`src/rtl/e1fr_pkg.sv`:
```
package e1fr_pkg;
  localparam int TS_PER_FRAME  = 32;
  localparam int FRAMES_PER_MF = 16;
  localparam int TS_W          = $clog2(TS_PER_FRAME);
  localparam int FRM_W         = $clog2(FRAMES_PER_MF);
  localparam int CRC_W         = 4;
  localparam int SA_BITS       = 5;
  localparam logic [TS_W-1:0]  TS_LAST   = TS_W'(TS_PER_FRAME - 1);
  localparam logic [6:0]       FAS_WORD  = 7'b0011011;
  localparam logic [5:0]       MFAS_WORD = 6'b001011;
  localparam logic [CRC_W-1:0] CRC_POLY  = 4'b0011;

  typedef enum logic [1:0] {
    MODE_BASIC  = 2'd0,
    MODE_CRC4   = 2'd1,
    MODE_MODCRC = 2'd2,
    MODE_PASS   = 2'd3
  } frMode_e;

  typedef struct packed {
    logic             valid;
    logic             ts0;
    logic [FRM_W-1:0] frm;
    logic             smfStart;
    logic             smfEnd;
    logic             fasInvAll;
    logic             fasInvBit;
    logic             nfasInv;
    logic             mfasInv;
    logic             crcInv;
    logic             eZero;
  } frStrobe_t;
endpackage

```
`src/rtl/e1fr_ctrl.sv`:
```
module e1fr_ctrl
  import e1fr_pkg::*;
(
  input  logic      clk,
  input  logic      rstN,
  input  logic      inValid,
  input  logic      frameSync,
  input  frMode_e   mode,
  input  logic [1:0] eSelect,
  input  logic      rxCrcErr,
  input  logic      rxCrcErrSmf,
  input  logic      invFasBitReq,
  input  logic      invFasWordReq,
  input  logic      invNfasReq,
  input  logic      invMfasReq,
  input  logic      invCrcReq,
  output frStrobe_t stb
);
  logic [TS_W-1:0]  tsCnt, curTs;
  logic [FRM_W-1:0] frmCnt, curFrm;
  logic fasAllPend, fasBitPend, nfasPend, mfasPend, mfasLatch, crcPend;
  logic [1:0] errPend;
  logic ts0, evenFrm, smfEnd, framing, crcBits;
  logic useFasAll, useFasBit, takeNfas, takeMfas, takeCrc, eSlot1, eSlot2;

  assign curTs   = frameSync ? '0 : tsCnt;
  assign curFrm  = frameSync ? '0 : frmCnt;
  assign ts0     = inValid && (curTs == '0);
  assign evenFrm = ~curFrm[0];
  assign smfEnd  = inValid && (curTs == TS_LAST) && (curFrm[2:0] == 3'd7);
  assign framing = (mode == MODE_BASIC) || (mode == MODE_CRC4);
  assign crcBits = (mode == MODE_CRC4) || (mode == MODE_MODCRC);

  assign useFasAll = ts0 && evenFrm && framing && fasAllPend;
  assign useFasBit = ts0 && evenFrm && framing && !fasAllPend && fasBitPend;
  assign takeNfas  = ts0 && !evenFrm && framing;
  assign takeMfas  = ts0 && (curFrm == FRM_W'(1)) && (mode == MODE_CRC4);
  assign takeCrc   = smfEnd && crcBits;
  assign eSlot1    = ts0 && (curFrm == FRM_W'(13)) && (mode == MODE_CRC4) && (eSelect == 2'd0);
  assign eSlot2    = ts0 && (curFrm == FRM_W'(15)) && (mode == MODE_CRC4) && (eSelect == 2'd0);

  always_comb begin
    stb.valid     = inValid;
    stb.ts0       = ts0;
    stb.frm       = curFrm;
    stb.smfStart  = ts0 && (curFrm[2:0] == 3'd0);
    stb.smfEnd    = smfEnd;
    stb.fasInvAll = useFasAll;
    stb.fasInvBit = useFasBit;
    stb.nfasInv   = takeNfas && nfasPend;
    stb.mfasInv   = (curFrm == FRM_W'(1)) ? mfasPend : mfasLatch;
    stb.crcInv    = takeCrc && crcPend;
    stb.eZero     = (curFrm == FRM_W'(13)) ? errPend[0] : errPend[1];
  end

  always_ff @(posedge clk) begin
    if (!rstN) begin
      tsCnt      <= '0;
      frmCnt     <= '0;
      fasAllPend <= 1'b0;
      fasBitPend <= 1'b0;
      nfasPend   <= 1'b0;
      mfasPend   <= 1'b0;
      mfasLatch  <= 1'b0;
      crcPend    <= 1'b0;
      errPend    <= '0;
    end else begin
      if (inValid) begin
        tsCnt  <= (curTs == TS_LAST) ? '0 : curTs + TS_W'(1);
        frmCnt <= (curTs == TS_LAST) ? curFrm + FRM_W'(1) : curFrm;
      end
      if (takeMfas) mfasLatch <= mfasPend;
      fasAllPend <= (fasAllPend & ~useFasAll) | invFasWordReq;
      fasBitPend <= (fasBitPend & ~useFasBit) | invFasBitReq;
      nfasPend   <= (nfasPend & ~takeNfas) | invNfasReq;
      mfasPend   <= (mfasPend & ~takeMfas) | invMfasReq;
      crcPend    <= (crcPend & ~takeCrc) | invCrcReq;
      errPend[0] <= (errPend[0] & ~eSlot1) | (rxCrcErr & ~rxCrcErrSmf);
      errPend[1] <= (errPend[1] & ~eSlot2) | (rxCrcErr & rxCrcErrSmf);
    end
  end
endmodule

```
`src/rtl/e1fr_dp.sv`:
```
module e1fr_dp
  import e1fr_pkg::*;
(
  input  logic               clk,
  input  logic               rstN,
  input  frStrobe_t          stb,
  input  frMode_e            mode,
  input  logic [7:0]         inByte,
  input  logic               siEnable,
  input  logic               siAlign,
  input  logic               siNonAlign,
  input  logic               raiManual,
  input  logic               raiAuto,
  input  logic               rxAlarm,
  input  logic [SA_BITS-1:0] saEnable,
  input  logic [SA_BITS-1:0] saValue,
  input  logic [1:0]         eSelect,
  output logic               outValid,
  output logic [7:0]         outByte
);
  logic [7:0]       txByte, crcByte;
  logic [CRC_W-1:0] crcReg, crcHold, crcNext, crcWork, holdSh;
  logic [5:0]       mfasSh;
  logic             aBit, eBit, fb;

  always_comb begin
    txByte = inByte;
    aBit   = raiManual | (raiAuto & rxAlarm);
    mfasSh = MFAS_WORD << stb.frm[3:1];
    holdSh = crcHold << stb.frm[2:1];
    case (eSelect)
      2'd0:    eBit = ~stb.eZero;
      2'd1:    eBit = (stb.frm == FRM_W'(13)) ? siAlign : siNonAlign;
      default: eBit = inByte[7];
    endcase
    if (stb.ts0 && (mode != MODE_PASS)) begin
      if (!stb.frm[0]) begin
        if (mode == MODE_BASIC) txByte[7] = siEnable ? siAlign : inByte[7];
        else                    txByte[7] = holdSh[CRC_W-1];
        if (mode != MODE_MODCRC)
          txByte[6:0] = FAS_WORD ^ (stb.fasInvAll ? 7'h7f : {6'b0, stb.fasInvBit});
      end else begin
        for (int i = 0; i < SA_BITS; i++)
          if (saEnable[i]) txByte[i] = saValue[i];
        if (mode != MODE_MODCRC) begin
          txByte[6] = ~stb.nfasInv;
          if (aBit) txByte[5] = 1'b1;
          if (mode == MODE_BASIC)            txByte[7] = siEnable ? siNonAlign : inByte[7];
          else if (stb.frm < FRM_W'(12))     txByte[7] = mfasSh[5] ^ stb.mfasInv;
          else                               txByte[7] = eBit;
        end
      end
    end
    crcByte = txByte;
    if (stb.ts0 && !stb.frm[0] && ((mode == MODE_CRC4) || (mode == MODE_MODCRC)))
      crcByte[7] = 1'b0;
    crcWork = stb.smfStart ? '0 : crcReg;
    fb = 1'b0;
    for (int k = 7; k >= 0; k--) begin
      fb      = crcWork[CRC_W-1] ^ crcByte[k];
      crcWork = {crcWork[CRC_W-2:0], 1'b0} ^ (fb ? CRC_POLY : '0);
    end
    crcNext = crcWork;
  end

  always_ff @(posedge clk) begin
    if (!rstN) begin
      outValid <= 1'b0;
      outByte  <= '0;
      crcReg   <= '0;
      crcHold  <= '0;
    end else begin
      outValid <= stb.valid;
      if (stb.valid) begin
        outByte <= txByte;
        crcReg  <= crcNext;
        if (stb.smfEnd) crcHold <= stb.crcInv ? ~crcNext : crcNext;
      end
    end
  end
endmodule

```
`src/rtl/e1_ts0_framer.sv`:
```
module e1_ts0_framer
  import e1fr_pkg::*;
(
  input  logic               clk,
  input  logic               rstN,
  input  logic               inValid,
  input  logic               frameSync,
  input  logic [7:0]         inByte,
  input  logic [1:0]         mode,
  input  logic               siEnable,
  input  logic               siAlign,
  input  logic               siNonAlign,
  input  logic               raiManual,
  input  logic               raiAuto,
  input  logic               rxAlarm,
  input  logic [SA_BITS-1:0] saEnable,
  input  logic [SA_BITS-1:0] saValue,
  input  logic [1:0]         eSelect,
  input  logic               rxCrcErr,
  input  logic               rxCrcErrSmf,
  input  logic               invFasBitReq,
  input  logic               invFasWordReq,
  input  logic               invNfasReq,
  input  logic               invMfasReq,
  input  logic               invCrcReq,
  output logic               outValid,
  output logic [7:0]         outByte
);
  frStrobe_t stb;
  frMode_e   modeSel;

  assign modeSel = frMode_e'(mode);

  e1fr_ctrl ctrl (
    .clk(clk), .rstN(rstN), .inValid(inValid), .frameSync(frameSync),
    .mode(modeSel), .eSelect(eSelect), .rxCrcErr(rxCrcErr), .rxCrcErrSmf(rxCrcErrSmf),
    .invFasBitReq(invFasBitReq), .invFasWordReq(invFasWordReq), .invNfasReq(invNfasReq),
    .invMfasReq(invMfasReq), .invCrcReq(invCrcReq), .stb(stb)
  );

  e1fr_dp dp (
    .clk(clk), .rstN(rstN), .stb(stb), .mode(modeSel), .inByte(inByte),
    .siEnable(siEnable), .siAlign(siAlign), .siNonAlign(siNonAlign),
    .raiManual(raiManual), .raiAuto(raiAuto), .rxAlarm(rxAlarm),
    .saEnable(saEnable), .saValue(saValue), .eSelect(eSelect),
    .outValid(outValid), .outByte(outByte)
  );
endmodule

```
`config.mk`:
```
export PLATFORM = sky130hd
export DESIGN_NAME = e1_ts0_framer
export DESIGN_NICKNAME = d
export VERILOG_FILES = /design/src/rtl/e1fr_pkg.sv /design/src/rtl/e1fr_ctrl.sv /design/src/rtl/e1fr_dp.sv /design/src/rtl/e1_ts0_framer.sv
export SDC_FILE = /design/constraint.sdc
export NUM_CORES = 1
export LEC_CHECK = 0
export ABC_AREA = 1
export BUFFER_PORTS_ARGS = -buffer_cell sky130_fd_sc_hd__buf_2
export CELL_PAD_IN_SITES_DETAIL_PLACEMENT = 0
export CELL_PAD_IN_SITES_GLOBAL_PLACEMENT = 1
export CORE_ASPECT_RATIO = 1.4
export CORE_MARGIN = 4
export CORE_UTILIZATION = 39
export CTS_BUF_LIST = sky130_fd_sc_hd__clkbuf_16
export CTS_CLUSTER_DIAMETER = 60
export DETAILED_ROUTE_END_ITERATION = 12
export MAX_ROUTING_LAYER = met4
export PLACE_DENSITY_LB_ADDON = 0.1
export SLEW_MARGIN = 10
export SYNTH_ARGS = -nofsm -noshare
export SYNTH_HDL_FRONTEND = slang
export SYNTH_SLANG_ARGS = --single-unit
```
`constraint.sdc`:
```
create_clock -name clk -period 2.7 [get_ports clk]
set_input_delay 0.135 -clock clk [delete_from_list [all_inputs] [get_ports clk]]
set_output_delay 0.135 -clock clk [all_outputs]
set_load 0.03 [all_outputs]
```
Word-level counts from Yosys, hierarchy flattened
Index checks and enable logic that the tools add are counted.

word-level totals
  register bits = 34
  input bits = 39
  output and inout bits = 9
  word-level logic and storage cells = 145

operators by class
  add/sub/neg operators = 2
  order comparisons = 1
  equality and inequality tests = 10
  shift-type cells = 2
  muxes and demuxes = 35
  bitwise operators = 48
  reduce and logical (&&, ||, !) cells = 34

operators by type and width
  kind                                                               count
  4-bit bitwise XOR                                                  8
  1-bit logical AND                                                  25
  2-bit two-way mux                                                  8
  4-bit two-way mux                                                  4
  8-bit two-way mux                                                  2
  1-bit two-way mux                                                  15
  7-bit two-way mux                                                  2
  1-bit inverter                                                     11
  1-bit AND                                                          10
  5-bit two-way mux                                                  2
  1-bit bitwise XOR                                                  9
  4-bit == test, second input constant                               2
  4-bit inverter                                                     2
  1-bit bitwise OR                                                   8
  4-bit by 3-bit left shift with 6-bit output, first input constant  1
  5-bit by 1-bit adder with 5-bit output, second input constant      1
  5-bit == test, second input constant                               1
  5-bit logical NOT                                                  1
  4-bit by 1-bit adder with 4-bit output, second input constant      1
  2-bit by 1-bit == test with 1-bit output, second input constant    2
  4-bit by 1-bit == test with 1-bit output, second input constant    1
  2-bit logical NOT                                                  2
  4-bit < comparator, second input constant                          1
  2-bit inequality test, second input constant                       2
  9 further kinds                                                    11

Longest topological paths before layout
  depth in word-level cells = 39
  mapped depth = 25

Modules after synthesis
Synthesis repeated with hierarchy kept, for this count alone.

second synthesis, totals
  cell total of the unflattened synthesis = 419
  area total of the unflattened synthesis = 2663.8 um^2

by module, submodules not included
  module     times used  cells each  area each (um^2)
  e1fr_dp    1           263         1579.0
  e1fr_ctrl  1           156         1084.8

Least setup slack after synthesis
No wires, ideal clock.

  path kind = register to register
  start = register ctrl.tsCnt[0]
  end = register dp.crcReg[1]
  setup time = 0.110 ns
  arrival time = 2.122 ns
  data required time = 2.590 ns
  setup slack = 0.468 ns
  stages on the path, launching flop included = 24
  buffers on the path = 0
  period minus slack after synthesis = 2.232 ns
  path through = dfxtp_1 -> inv_1 -> nor2_1 -> inv_1 -> ha_1 -> nand2_1 -> a21oi_2 -> nand4_2 -> nor2_2 -> nand2_4 -> nand2_4 -> nand2_2 -> nand2_2 -> nand2_1 -> nand2_1 -> nor2_2 -> nor2_1 -> nand3_2 -> nand2_2 -> inv_1 -> nand2_1 -> nand3_1 -> nand2_1 -> inv_1

on the way
  longest elaborated chain between the ends = 23
  elaborated cells between the ends (all ways) = 46

RTL lines
  element                                                   line                                               RTL
  from (decl)                                               e1fr_ctrl.sv:19                                    logic [TS_W-1:0] tsCnt, curTs;
  from (signal assigned)                                    e1fr_ctrl.sv:69                                    tsCnt <= (curTs == TS_LAST) ? '0 : curTs + TS_W'(1);
  5-bit two-way mux *                                       e1fr_ctrl.sv:26                                    assign curTs = frameSync ? '0 : tsCnt;
  5-bit logical NOT *                                       e1fr_ctrl.sv:28                                    assign ts0 = inValid && (curTs == '0);
  1-bit logical AND *                                       e1fr_ctrl.sv:28
  1-bit logical AND, on equally long branches (2 in a row)  e1fr_ctrl.sv:34, e1fr_ctrl.sv:35, e1fr_ctrl.sv:36
  1-bit logical AND, on equally long branches               e1fr_ctrl.sv:34, e1fr_ctrl.sv:50
  7-bit two-way mux or 1-bit inverter (tied branches)       e1fr_dp.sv:41, e1fr_dp.sv:46
  7-bit two-way mux or 3-bit two-way mux (tied branches)    e1fr_dp.sv:40, e1fr_dp.sv:45
  8-bit two-way mux                                         e1fr_dp.sv:37                                      if (!stb.frm[0]) begin
  [2 not listed]                                            --
  2-bit two-way mux                                         e1fr_dp.sv:61                                      crcWork = {crcWork[CRC_W-2:0], 1'b0} ^ (fb ? CRC_POLY : '0);
  4-bit bitwise XOR (3 in a row)                            e1fr_dp.sv:61
  1-bit bitwise XOR                                         e1fr_dp.sv:60                                      fb = crcWork[CRC_W-1] ^ crcByte[k];
  2-bit two-way mux                                         e1fr_dp.sv:61
  4-bit bitwise XOR (3 in a row)                            e1fr_dp.sv:61
  1-bit bitwise XOR                                         e1fr_dp.sv:60
  2-bit two-way mux                                         e1fr_dp.sv:61
  4-bit bitwise XOR *                                       e1fr_dp.sv:61
  to (signal assigned)                                      e1fr_dp.sv:76                                      crcReg <= crcNext;
  to (decl)                                                 e1fr_dp.sv:22                                      logic [CRC_W-1:0] crcReg, crcHold, crcNext, crcWork, holdSh;

Mark *: on every way between the ends. The rest lies on a longest branch, timed or not.
A chain may end at the register's enable or synchronous reset.

Worst setup path in the final report
  start = register ctrl.tsCnt[1]
  end = register dp.crcHold[2]

on the way
  longest elaborated chain between the ends = 23
  elaborated cells between the ends (all ways) = 50

RTL lines
  element                                                   line                              RTL
  5-bit two-way mux *                                       e1fr_ctrl.sv:26
  5-bit logical NOT                                         e1fr_ctrl.sv:28
  1-bit logical AND                                         e1fr_ctrl.sv:28
  1-bit logical AND, on equally long branches (2 in a row)  e1fr_ctrl.sv:34, e1fr_ctrl.sv:36
  1-bit logical AND, on equally long branches               e1fr_ctrl.sv:34, e1fr_ctrl.sv:50
  7-bit two-way mux or 1-bit inverter (tied branches)       e1fr_dp.sv:41, e1fr_dp.sv:46
  7-bit two-way mux or 3-bit two-way mux (tied branches)    e1fr_dp.sv:40, e1fr_dp.sv:45
  8-bit two-way mux                                         e1fr_dp.sv:37
  8-bit two-way mux                                         e1fr_dp.sv:36                     if (stb.ts0 && (mode != MODE_PASS)) begin
  1-bit bitwise XOR                                         e1fr_dp.sv:60
  2-bit two-way mux                                         e1fr_dp.sv:61
  4-bit bitwise XOR (4 in a row)                            e1fr_dp.sv:61
  1-bit bitwise XOR                                         e1fr_dp.sv:60
  2-bit two-way mux                                         e1fr_dp.sv:61
  4-bit bitwise XOR (3 in a row)                            e1fr_dp.sv:61
  4-bit inverter                                            e1fr_dp.sv:77                     if (stb.smfEnd) crcHold <= stb.crcInv ? ~crcNext : crcNext;
  4-bit two-way mux                                         e1fr_dp.sv:77
  to (signal assigned)                                      e1fr_dp.sv:77
  to (decl)                                                 e1fr_dp.sv:22

Marked as above.

==> results.toml <==
[sta]
worst_pin_slew_ns = 0.633
fin_hold_ws_ns = 0.0594
relSlewSlack_pct = 57.5
fmax_ghz = 0.394
post-route-min-period_ns = 2.54
finalSetupTns_ns = 0
slew_violations = 0
clock_skew_ns = 0.00414
setup_viol = 0
finalCritPeriodShare_pct = 94.1
hold_viol = 0

[yosys]
synth-edff-count = 0
syn-num-nets = 473
synth_area_per_cell_sq_um = 6.25
synth-seq-area-share_pct = 25.7
ys_seq_elements = 34
post-synth-top-area-cell = "dfxtp_1"
synth.area.top_cells = "dfxtp_1 (26%), nand2_1 (16%), inv_1 (8.5%)"
synthCells = 423
synth_common_cells = "nand2_1 (110), inv_1 (60), nor2_1 (41)"
synth.most_common_cell = "nand2_1"
netlist.area_leader.share_pct = 25.7
syn_area_sq_um = 2640
yosys_warnings = 0
synthFlopType = "dfxtp_1"
async_flop_share_pct = 0
synth.distinct_cells = 40

[route]
drtIter0Drc = 122
drc = 0
vias = 2796
wl_um = 7510
dr.pass1.iters = 4
antenna_left = 0
viasPerCell = 5.07
routedWlPerCell_um = 13.6

[run_status]
status = "completed"

[critical_path]
cp-end-kind = "register"
cp_data_required_time_ns = 2.88
crit_type = "register to register"
r2r_cells = 23
start_kind = "register"
cp_max_fo = 4
r2r_end = "dp.crcHold[2]"
arrival_ns = 2.72
reg2reg_from = "ctrl.tsCnt[1]"
r2r_setup_slack_ns = 0.16

[floorplanning]
dieArea_sq_um = 8180
start_util_pct = 40.2
die_w_um = 77.6
chipHeight_um = 105
rows = 35
coreArea_sq_um = 6570
io_pins = 48

[placement]
dp_hpwl_um = 5880
port_buffers = 47
routabilityCongestion = 0.867
placed_cells = 540

[clock_tree]
cts_root_buf = "clkbuf_16"
clk_latency_ns = 0.28
cts_made_buffers = 5
clk_path_buf_depth = 2
cts.sinks = 34
path_clk_slew_ns = 0.06
cts_tree = "yes"
htreeDepth = 2

[power_and_ir_drop]
p_total_uw = 1650
ir_drop_uv = 260
leakagePower_uw = 0.00170
p_per_area_nw_per_um2 = 504

[finish]
syn_to_final_growth_pct = 24.1
layout.nets = 527
diodes = 0
n_fill_cell = 700
drive_gt1_share_pct = 28.0
layoutNonFillerInstCount = 552
post-route-util_pct = 50.0

[global_route]
grtUsageTotal_pct = 18.6
grt_overflow = 0
grt_antenna_before_repair = 0
grt_pass1_vias = 2574
grt_start_max_net_pins = 22
grt_pass1_wl_um = 11900

[flow_run]
maxCapViolCount = 0

[hold_path]
min_path_type = "primary input to register"
holdPathEnd = "ctrl.crcPend"
hold_path_depth = 3
min_from = "invCrcReq"
==> metrics by stage <==
step	setup slack (ns)	cell area, sq um
6_report	0.161	3280
3_3_place_gp	0.0491	2950
3_5_place_dp	0.0269	2950
2_1_floorplan	0.468	2640
4_1_cts	0.0130	3090
5_1_grt	-0.0109	3280
==> flip-flops by register name, summed over array words and instances, names as in the netlist <==
name	flops
ctrl.crcPend	1
ctrl.errPend	2
ctrl.fasAllPend	1
ctrl.fasBitPend	1
ctrl.frmCnt	4
ctrl.mfasLatch	1
ctrl.mfasPend	1
ctrl.nfasPend	1
ctrl.tsCnt	5
dp.crcHold	4
dp.crcReg	4
dp.outByte	8
dp.outValid	1
==> worst max-delay path, stage by stage (launching register included) <==
cell and delay, ns:
dfxtp_1 0.31, inv_2 0.06, nor2_1 0.05, inv_1 0.09, ha_4 0.17, nand2_4 0.06
a21oi_4 0.18, nand4_4 0.17, o21bai_4 0.25, nand2_4 0.10, nand2_4 0.07, nand2_4 0.05
nand2_2 0.07, nand2_2 0.07, nor2_4 0.12, inv_1 0.04, nand2_1 0.08, nand3_2 0.11
nand2_4 0.12, nand2_2 0.05, nand2_2 0.07, nand2_1 0.05, nand2_1 0.06, nor2_1 0.03
==> power by group <==
group / internal (uW) / switching, uW
logic: 193 / 352
clock network: 337 / 219
registers: 533 / 19.1
==> per-layer routing <==
metal	share of wire (%)	routed length (um)	vias up	GRT usage, %
met3	3.1	234	8	2.82
met1	40	2990	1279	19.3
met4	1.7	124	0	5.47
met5	0	0	-	-
li1	-	-	1461	-
met2	55	4160	48	35.5
==> worst max-delay path by stage <==
stage,from,end,cells after the start,slack (ns)
final,ctrl.tsCnt[1],dp.crcHold[2],23,0.16
after floorplan,ctrl.tsCnt[0],dp.crcReg[1],23,0.47
after global routing,ctrl.tsCnt[1],dp.crcHold[2],23,-0.01
after CTS,ctrl.tsCnt[0],dp.crcReg[3],23,0.01
after global placement,ctrl.tsCnt[0],dp.crcReg[3],23,0.05
after detailed placement,ctrl.tsCnt[0],dp.crcReg[3],23,0.03
==> area by class of cell <==
type	count	area, sq um	share of cell area (%)
clock inverter	3	16.3	0.496
inverter	67	251	7.66
tap	74	92.6	2.82
timing repair buffer	58	318	9.68
multi-input combinational	311	1800	54.7
sequential	34	682	20.8
clock buffer	5	125	3.81
==> logic make-up after synthesis <==
group	Yosys count	synth area share (%)
and+or+nand+nor	224	40.3
buffers and inverters	78	12.3
AOI/OAI and AO/OA	76	16.5
DFF	34	25.7
adders and majority gates	11	5.21
==> cells in the final DEF, fill, tap and decap left out, types with 9 or more instances in the layout <==
cell type    n
a21oi_1     30
buf_2       47
buf_4       11
dfxtp_1     33
ha_1         9
inv_1       56
inv_2       10
nand2_1    100
nand2_2     21
nand2_4     11
nand3_1     24
nor2_1      38
o21ai_0     23
==> timing repair <==
action / CTS / global route
resized for setup: 0 / 41
setup buffers: 0 / 4
hold buffers: 0 / 0
endpoints found under the setup margin: 0 / 8
(Power assumes the default switching activity.)
